`src/rtl/drt_pkg.sv`:
```
package drt_pkg;
  localparam int NEV     = 3;
  localparam int EV_VBS  = 0;
  localparam int EV_FS   = 1;
  localparam int EV_VSS  = 2;
endpackage

```
`src/rtl/drt_shadow.sv`:
```
module drt_shadow #(
  parameter int W = 8
) (
  input  logic         clk,
  input  logic         rst_n,
  input  logic         load,
  input  logic [W-1:0] d,
  output logic [W-1:0] q
);
  always_ff @(posedge clk or negedge rst_n) begin
    if (!rst_n)    q <= '0;
    else if (load) q <= d;
  end
endmodule

```
`src/rtl/drt_raster.sv`:
```
module drt_raster #(
  parameter int HW = 12,
  parameter int VW = 11,
  localparam int PW = HW + VW
) (
  input  logic          clk,
  input  logic          rst_n,
  input  logic          en,
  input  logic [HW-1:0] htotal,
  input  logic [VW-1:0] vtotal,
  output logic [HW-1:0] hcnt,
  output logic [VW-1:0] vcnt,
  output logic [PW-1:0] pix,
  output logic          frame_end
);
  logic line_end;
  assign line_end  = (hcnt >= htotal - HW'(1));
  assign frame_end = line_end && (vcnt >= vtotal - VW'(1));

  always_ff @(posedge clk or negedge rst_n) begin
    if (!rst_n) begin
      hcnt <= '0;
      vcnt <= '0;
      pix  <= '0;
    end else if (en) begin
      if (line_end) begin
        hcnt <= '0;
        vcnt <= frame_end ? '0 : vcnt + VW'(1);
      end else begin
        hcnt <= hcnt + HW'(1);
      end
      pix <= frame_end ? '0 : pix + PW'(1);
    end
  end

  // frozen while disabled
  a_r10_freeze: assert property (@(posedge clk) disable iff (!rst_n)
    !en |=> ($stable(hcnt) && $stable(vcnt) && $stable(pix)));
  // pixel counter steps by one inside a frame
  a_r1_pix_step: assert property (@(posedge clk) disable iff (!rst_n)
    (en && !frame_end) |=> pix == $past(pix) + PW'(1));
  // frame end returns to the first pixel
  a_r1_frame_wrap: assert property (@(posedge clk) disable iff (!rst_n)
    (en && frame_end) |=> (hcnt == '0 && vcnt == '0 && pix == '0));
endmodule

```
`src/rtl/drt_events.sv`:
```
module drt_events #(
  parameter int HW = 12,
  parameter int VW = 11
) (
  input  logic          clk,
  input  logic          rst_n,
  input  logic          en,
  input  logic [HW-1:0] hcnt,
  input  logic [VW-1:0] vcnt,
  input  logic [HW-1:0] hblank_start,
  input  logic [HW-1:0] hsync_start,
  input  logic [VW-1:0] vtotal,
  input  logic [VW-1:0] vblank_start,
  input  logic [VW-1:0] vsync_start,
  input  logic [VW-1:0] vsync_end,
  input  logic [1:0]    fs_delay,
  output logic          h_active,
  output logic          h_sync,
  output logic          v_active,
  output logic          v_blank,
  output logic          v_sync,
  output logic          ev_vbs,
  output logic          ev_fs,
  output logic          ev_vss,
  output logic [VW-1:0] scanline
);
  logic [VW-1:0] vnext;
  logic [VW-1:0] vline;
  logic          at_hs_edge;

  assign vnext      = (vcnt >= vtotal - VW'(1)) ? '0 : vcnt + VW'(1);
  assign h_sync     = (hcnt >= hsync_start);
  assign vline      = h_sync ? vnext : vcnt;
  assign at_hs_edge = en && (hcnt == hsync_start);

  assign h_active = (hcnt < hblank_start);
  assign v_active = (vcnt < vblank_start);
  assign v_blank  = (vline >= vblank_start);
  assign v_sync   = (vline >= vsync_start) && (vline < vsync_end);
  assign scanline = (vline == '0) ? vtotal - VW'(1) : vline - VW'(1);

  assign ev_vbs = at_hs_edge && (vnext == vblank_start);
  assign ev_vss = at_hs_edge && (vnext == vsync_start);
  assign ev_fs  = en && (hcnt == hblank_start) &&
                  (vcnt == vblank_start + VW'(fs_delay));

  // no pulses while stopped
  a_r10_quiet: assert property (@(posedge clk) disable iff (!rst_n)
    !en |-> !(ev_vbs || ev_fs || ev_vss));
  // pulses are one clock wide
  a_r11_vbs_one: assert property (@(posedge clk) disable iff (!rst_n)
    ev_vbs |=> !ev_vbs);
  a_r11_fs_one: assert property (@(posedge clk) disable iff (!rst_n)
    ev_fs |=> !ev_fs);
  // vblank start coincides with the blank level rising
  a_r3_vbs_level: assert property (@(posedge clk) disable iff (!rst_n)
    ev_vbs |-> v_blank);
endmodule

```
`src/rtl/disp_raster_timer.sv`:
```
module disp_raster_timer
  import drt_pkg::*;
#(
  parameter int HW  = 12,
  parameter int VW  = 11,
  parameter int FCW = 24,
  parameter int TSW = 32,
  localparam int PW = HW + VW
) (
  input  logic           clk,
  input  logic           rst_n,
  input  logic           enable,
  input  logic [HW-1:0]  cfg_htotal,
  input  logic [HW-1:0]  cfg_hblank_start,
  input  logic [HW-1:0]  cfg_hsync_start,
  input  logic [VW-1:0]  cfg_vtotal,
  input  logic [VW-1:0]  cfg_vblank_start,
  input  logic [VW-1:0]  cfg_vsync_start,
  input  logic [VW-1:0]  cfg_vsync_end,
  input  logic [1:0]     cfg_fs_delay,
  input  logic           cfg_count_at_vblank,
  input  logic [TSW-1:0] ts_in,
  input  logic [NEV-1:0] status_clr,
  output logic           h_active,
  output logic           h_sync,
  output logic           v_active,
  output logic           v_blank,
  output logic           v_sync,
  output logic           de,
  output logic           ev_vblank_start,
  output logic           ev_frame_start,
  output logic           ev_vsync_start,
  output logic [VW-1:0]  scanline,
  output logic [FCW-1:0] frame_count,
  output logic [PW-1:0]  pixel_count,
  output logic [TSW-1:0] frame_ts,
  output logic [NEV-1:0] status
);
  localparam int CW = 3*HW + 4*VW + 3;

  logic [CW-1:0]  cfg_in, cfg_act;
  logic [HW-1:0]  a_ht, a_hb, a_hs;
  logic [VW-1:0]  a_vt, a_vb, a_vss, a_vse;
  logic [1:0]     a_dly;
  logic           a_mode;
  logic [HW-1:0]  hcnt;
  logic [VW-1:0]  vcnt;
  logic           frame_end;
  logic           fc_inc;
  logic [NEV-1:0] ev;

  assign cfg_in = {cfg_htotal, cfg_hblank_start, cfg_hsync_start, cfg_vtotal,
                   cfg_vblank_start, cfg_vsync_start, cfg_vsync_end,
                   cfg_fs_delay, cfg_count_at_vblank};
  assign {a_ht, a_hb, a_hs, a_vt, a_vb, a_vss, a_vse, a_dly, a_mode} = cfg_act;

  drt_shadow #(.W(CW)) u_shadow (
    .clk(clk), .rst_n(rst_n), .load(!enable || ev_vblank_start),
    .d(cfg_in), .q(cfg_act)
  );

  drt_raster #(.HW(HW), .VW(VW)) u_raster (
    .clk(clk), .rst_n(rst_n), .en(enable), .htotal(a_ht), .vtotal(a_vt),
    .hcnt(hcnt), .vcnt(vcnt), .pix(pixel_count), .frame_end(frame_end)
  );

  drt_events #(.HW(HW), .VW(VW)) u_events (
    .clk(clk), .rst_n(rst_n), .en(enable), .hcnt(hcnt), .vcnt(vcnt),
    .hblank_start(a_hb), .hsync_start(a_hs), .vtotal(a_vt),
    .vblank_start(a_vb), .vsync_start(a_vss), .vsync_end(a_vse),
    .fs_delay(a_dly), .h_active(h_active), .h_sync(h_sync),
    .v_active(v_active), .v_blank(v_blank), .v_sync(v_sync),
    .ev_vbs(ev_vblank_start), .ev_fs(ev_frame_start),
    .ev_vss(ev_vsync_start), .scanline(scanline)
  );

  assign de = h_active && v_active;

  always_comb begin
    ev         = '0;
    ev[EV_VBS] = ev_vblank_start;
    ev[EV_FS]  = ev_frame_start;
    ev[EV_VSS] = ev_vsync_start;
  end

  assign fc_inc = a_mode ? ev_vblank_start : (enable && frame_end);

  always_ff @(posedge clk or negedge rst_n) begin
    if (!rst_n) begin
      frame_count <= '0;
      frame_ts    <= '0;
      status      <= '0;
    end else begin
      if (fc_inc)          frame_count <= frame_count + FCW'(1);
      if (ev_vblank_start) frame_ts    <= ts_in;
      status <= (status & ~status_clr) | ev;
    end
  end

  // timestamp captured at vblank start
  a_r8_ts_latch: assert property (@(posedge clk) disable iff (!rst_n)
    ev_vblank_start |=> frame_ts == $past(ts_in));
  // counter wraps to zero
  a_r7_fc_wrap: assert property (@(posedge clk) disable iff (!rst_n)
    (fc_inc && frame_count == '1) |=> frame_count == '0);
  // counter holds without an increment event
  a_r6_fc_hold: assert property (@(posedge clk) disable iff (!rst_n)
    !fc_inc |=> $stable(frame_count));
  // timing copy is held while running between strobes
  a_r9_cfg_hold: assert property (@(posedge clk) disable iff (!rst_n)
    (enable && !ev_vblank_start) |=> $stable(cfg_act));
  // uncleared status bits stay set
  a_r11_sticky: assert property (@(posedge clk) disable iff (!rst_n)
    1'b1 |=> ((status & $past(status & ~status_clr)) == $past(status & ~status_clr)));
endmodule

```
`config.mk`:
```
export PLATFORM = sky130hd
export DESIGN_NAME = disp_raster_timer
export DESIGN_NICKNAME = d
export VERILOG_FILES = /design/src/rtl/drt_pkg.sv /design/src/rtl/drt_shadow.sv /design/src/rtl/drt_raster.sv /design/src/rtl/drt_events.sv /design/src/rtl/disp_raster_timer.sv
export SDC_FILE = /design/constraint.sdc
export NUM_CORES = 1
export LEC_CHECK = 0
export BUFFER_PORTS_ARGS = -buffer_cell sky130_fd_sc_hd__buf_2
export CORE_UTILIZATION = 35
export CTS_CLUSTER_DIAMETER = 150
export DETAILED_ROUTE_END_ITERATION = 10
export HOLD_SLACK_MARGIN = 0.03
export PLACE_DENSITY = 0.55
export SYNTH_ARGS = -nofsm -noshare
export SYNTH_HDL_FRONTEND = slang
export SYNTH_SLANG_ARGS = --single-unit
```
`constraint.sdc`:
```
create_clock -name clk -period 5.3 [get_ports clk]
set_clock_uncertainty 0.1 [all_clocks]
set_input_delay 0.53 -clock clk [delete_from_list [all_inputs] [get_ports clk]]
set_output_delay 0.53 -clock clk [all_outputs]
set_load 0.1 [all_outputs]
```
==> flow_summary.toml <==
[run_status]
outcome = "finished with violations"
violations = "negative setup slack"

[route]
ant_nets = 0
drc = 0
vias = 9992
vias_per_cell = 5.25
dr.first_iter.drc_count = 507
routed_wl_mm = 33.9
wl_per_cell_um = 17.8
drt_pass1_iterations = 5

[final_layout]
fin_nets = 1660
drive_gt1_share_pct = 37.9
antenna-diode-count = 0
area_growth_pct = 30.3
fillers = 3230
fin_cells = 1904
final_common_cell = "buf_2"
final_cell_mix = "206 x buf_2, 188 x dfrtp_1, 90 x ha_1"

[clock_network]
cts_inserted_buffers = 17
clk_pin_slew_worst_paths_ps = 80
clock_sinks = 188
cts_tree = "yes"
cts_root_buffer = "clkbuf_16"
htree_levels = 4
cts_hold_buf = 0
clock_latency_ps = 460
cts_max_path_buffers = 2

[timing]
final-setup-viol-count = 13
finalMaxSlewViolations = 0
finalCritPeriodShare_pct = 110
hold_violations = 0
slew_headroom_pct = 37.3
rsz0062_at_grt = "true"
period_needed_ps = 5820
tightestPinTransition_ps = 940
max_freq_ghz = 0.172
fin_tns_setup_ps = -2870
setup_slack_ps = -517
holdWs_ps = 107

[global_routing]
grt_pass1_wl_mm = 54.2
antenna_found_initial = 3
track_usage_pct = 19.4
grt_overflow_total = 0
grt_start_max_net_pins = 111
grt_pass1_vias = 9866

[floorplanning]
start_util_pct = 35.8
die_w_um = 188
ios = 223
row_count = 67
core-area_um2 = 33700
die_area_um2 = 35200
die_height_um = 188

[yosys]
netlist_area_um2 = 12100
netlist_instances = 1167
ys_async_sr_fraction_pct = 100
synth_seq_cells = 188
synth.top_cells.by_area = "dfrtp_1 39%, ha_1 9.9%, mux2_2 8.3%"
synthFlopType = "dfrtp_1"
synth_seq_area_share_pct = 39.0
synth_edf_count = 0
syn_area_per_cell_um2 = 10.3
ys_warn_count = 0
yosysTopAreaCell = "dfrtp_1"
synth_cell_type_count = 84
netlist.area_leader.share_pct = 39.0
synth_nets = 1384

[setup_path]
critical_path.reg2reg.startpoint = "u_shadow.q[38]$_DFFE_PN0P_"
start_kind = "flop"
critPathMaxFanout = 3
cp-end-kind = "output port"
worst_r2r_path_depth = 19
rrSetupSlack_ps = 260
criticalPathCategory = "flop to output port"
cp.arrival_ps = 5190
crit_required_ps = 4670
r2r_end = "frame_ts[12]$_DFFE_PN0P_"

[power]
combPwrFrac_pct = 30.5
swShare_pct = 37.8
clkPwrFrac_pct = 31.1
p_int_w = 0.00272
total_leakage_power_nw = 7.68
peakVddDrop_uv = 342
cellPowerDensity_nw_per_um2 = 278
seq_power_share_pct = 38.4
p_switching_w = 0.00165

[place]
dp.cells = 1854
post-dp-hpwl_mm = 25.5
numPortBuffers = 222
gp_congestion = 0.905

[run]
cap_violations = 0

[hold_path]
min_path_type = "input port to async pin"
repair_timing:
action                                  in CTS  in global routing
gates resized for setup                     69                 33
endpoints found under the setup margin      31                 30
buffers inserted                            14                  7
pin swaps                                   36                 32
cell type report:
cell class / instances / area (µm²) / share of cell area (%)
multi-input combinational: 848 / 7440 / 47.4
inverter: 84 / 318 / 2.02
clock inverter: 15 / 201 / 1.28
tap: 448 / 561 / 3.57
clock buffer: 17 / 425 / 2.71
sequential: 188 / 4700 / 29.9
timing repair buffer: 304 / 2060 / 13.1
how the worst max path moves through the flow:
stage | start | cells past startpoint | endpoint | slack (ps)
2_1_floorplan | u_shadow.q[39]$_DFFE_PN0P_ | 23 | v_sync | -510
3_3_place_gp | u_shadow.q[39]$_DFFE_PN0P_ | 25 | v_blank | -300
3_5_place_dp | u_shadow.q[39]$_DFFE_PN0P_ | 25 | v_blank | -420
4_1_cts | u_shadow.q[40]$_DFFE_PN0P_ | 25 | v_blank | -620
5_1_grt | u_shadow.q[38]$_DFFE_PN0P_ | 23 | v_sync | -720
6_report | u_shadow.q[38]$_DFFE_PN0P_ | 25 | v_blank | -520
power groups by stage:
| stage | clock (W) | sequential (W) | combinational (W) |
|---|---|---|---|
| 2_1_floorplan | 0 | 0.00185 | 0.000691 |
| 3_3_place_gp | 0 | 0.00170 | 0.00122 |
| 3_5_place_dp | 0 | 0.00171 | 0.00124 |
| 4_1_cts | 0.00141 | 0.00168 | 0.00131 |
| 5_1_grt | 0.00146 | 0.00170 | 0.00144 |
| 6_report | 0.00136 | 0.00168 | 0.00133 |
state kept, by name (all words and copies together), names as in the netlist:
signal,flops
u_raster.pix,23
u_raster.vcnt,11
status,3
frame_ts,32
u_shadow.q,83
u_raster.hcnt,12
frame_count,24
cell usage after synthesis, types with 4 or more instances:
| cell | instances |
|---|---|
| a32oi_1 | 5 |
| mux2i_1 | 7 |
| or3_1 | 10 |
| inv_1 | 84 |
| nand2b_1 | 8 |
| o21a_1 | 8 |
| buf_6 | 6 |
| a31oi_1 | 7 |
| o31ai_1 | 8 |
| and3_1 | 16 |
| mux2_4 | 29 |
| o22ai_1 | 4 |
| a2111oi_4 | 4 |
| a22oi_1 | 6 |
| or4_1 | 5 |
| clkbuf_1 | 20 |
| nand4_1 | 22 |
| nor2b_1 | 6 |
| o21ai_0 | 48 |
| ha_1 | 95 |
| nor4_1 | 10 |
| dfrtp_1 | 188 |
| nand3_1 | 42 |
| a22o_1 | 5 |
| xor2_1 | 58 |
| a21oi_1 | 43 |
| nand2_1 | 65 |
| nor2_1 | 65 |
| and2_1 | 6 |
| o211ai_1 | 6 |
| and4_1 | 8 |
| a211oi_1 | 13 |
| buf_2 | 17 |
| a21o_1 | 22 |
| mux2_2 | 89 |
| xnor2_1 | 40 |
| a32o_1 | 4 |
| nor3_1 | 20 |
critical path, stage by stage (launching register included):
cell       delay (ps)
dfrtp_1           390
or3_4             390
or3_4             360
nor2_4            140
nand2_2            60
or3_4             360
xnor2_4           190
inv_2              60
ha_4              240
a21oi_4           160
o21ai_4            80
a31oi_4           190
nand3_2           130
mux2i_4           190
inv_2              90
ha_4              210
nand2b_4          120
a21o_1            150
a21o_1            160
a21oi_2           110
nor2b_1            50
o21ai_1           120
nand2b_1          100
a2111oi_4         360
o21ai_4           110
buf_12            180
cell families after synthesis:
family	count (synthesis)	synth area share (%)
DFF	188	39.0
buffers and inverters	131	4.69
and+or+nand+nor	309	13.5
adders and majority gates	96	10.0
muxes	125	12.5
AOI/OAI and AO/OA	219	13.0
xor gates and xnor gates	99	7.30
layer usage:
metal,GRT usage (%),routed length [µm]
met1,25.7,15400
met4,4.94,588
met3,4.51,1700
met2,32.0,16200
met5,0,29
per-stage QoR:
| stage | instance area, µm² | setup WS, ps | power (W) | utilization [%] |
|---|---|---|---|---|
| 3_5_place_dp | 14500 | -417 | 0.00295 | 42.9 |
| 3_3_place_gp | 14500 | -300 | 0.00293 | 42.9 |
| 5_1_grt | 15700 | -724 | 0.00460 | 46.6 |
| 2_1_floorplan | 12300 | -508 | 0.00254 | - |
| 4_1_cts | 15500 | -623 | 0.00440 | 46.0 |
| 6_report | 15700 | -517 | 0.00437 | 46.6 |
Power figures use the tool's default switching activity.
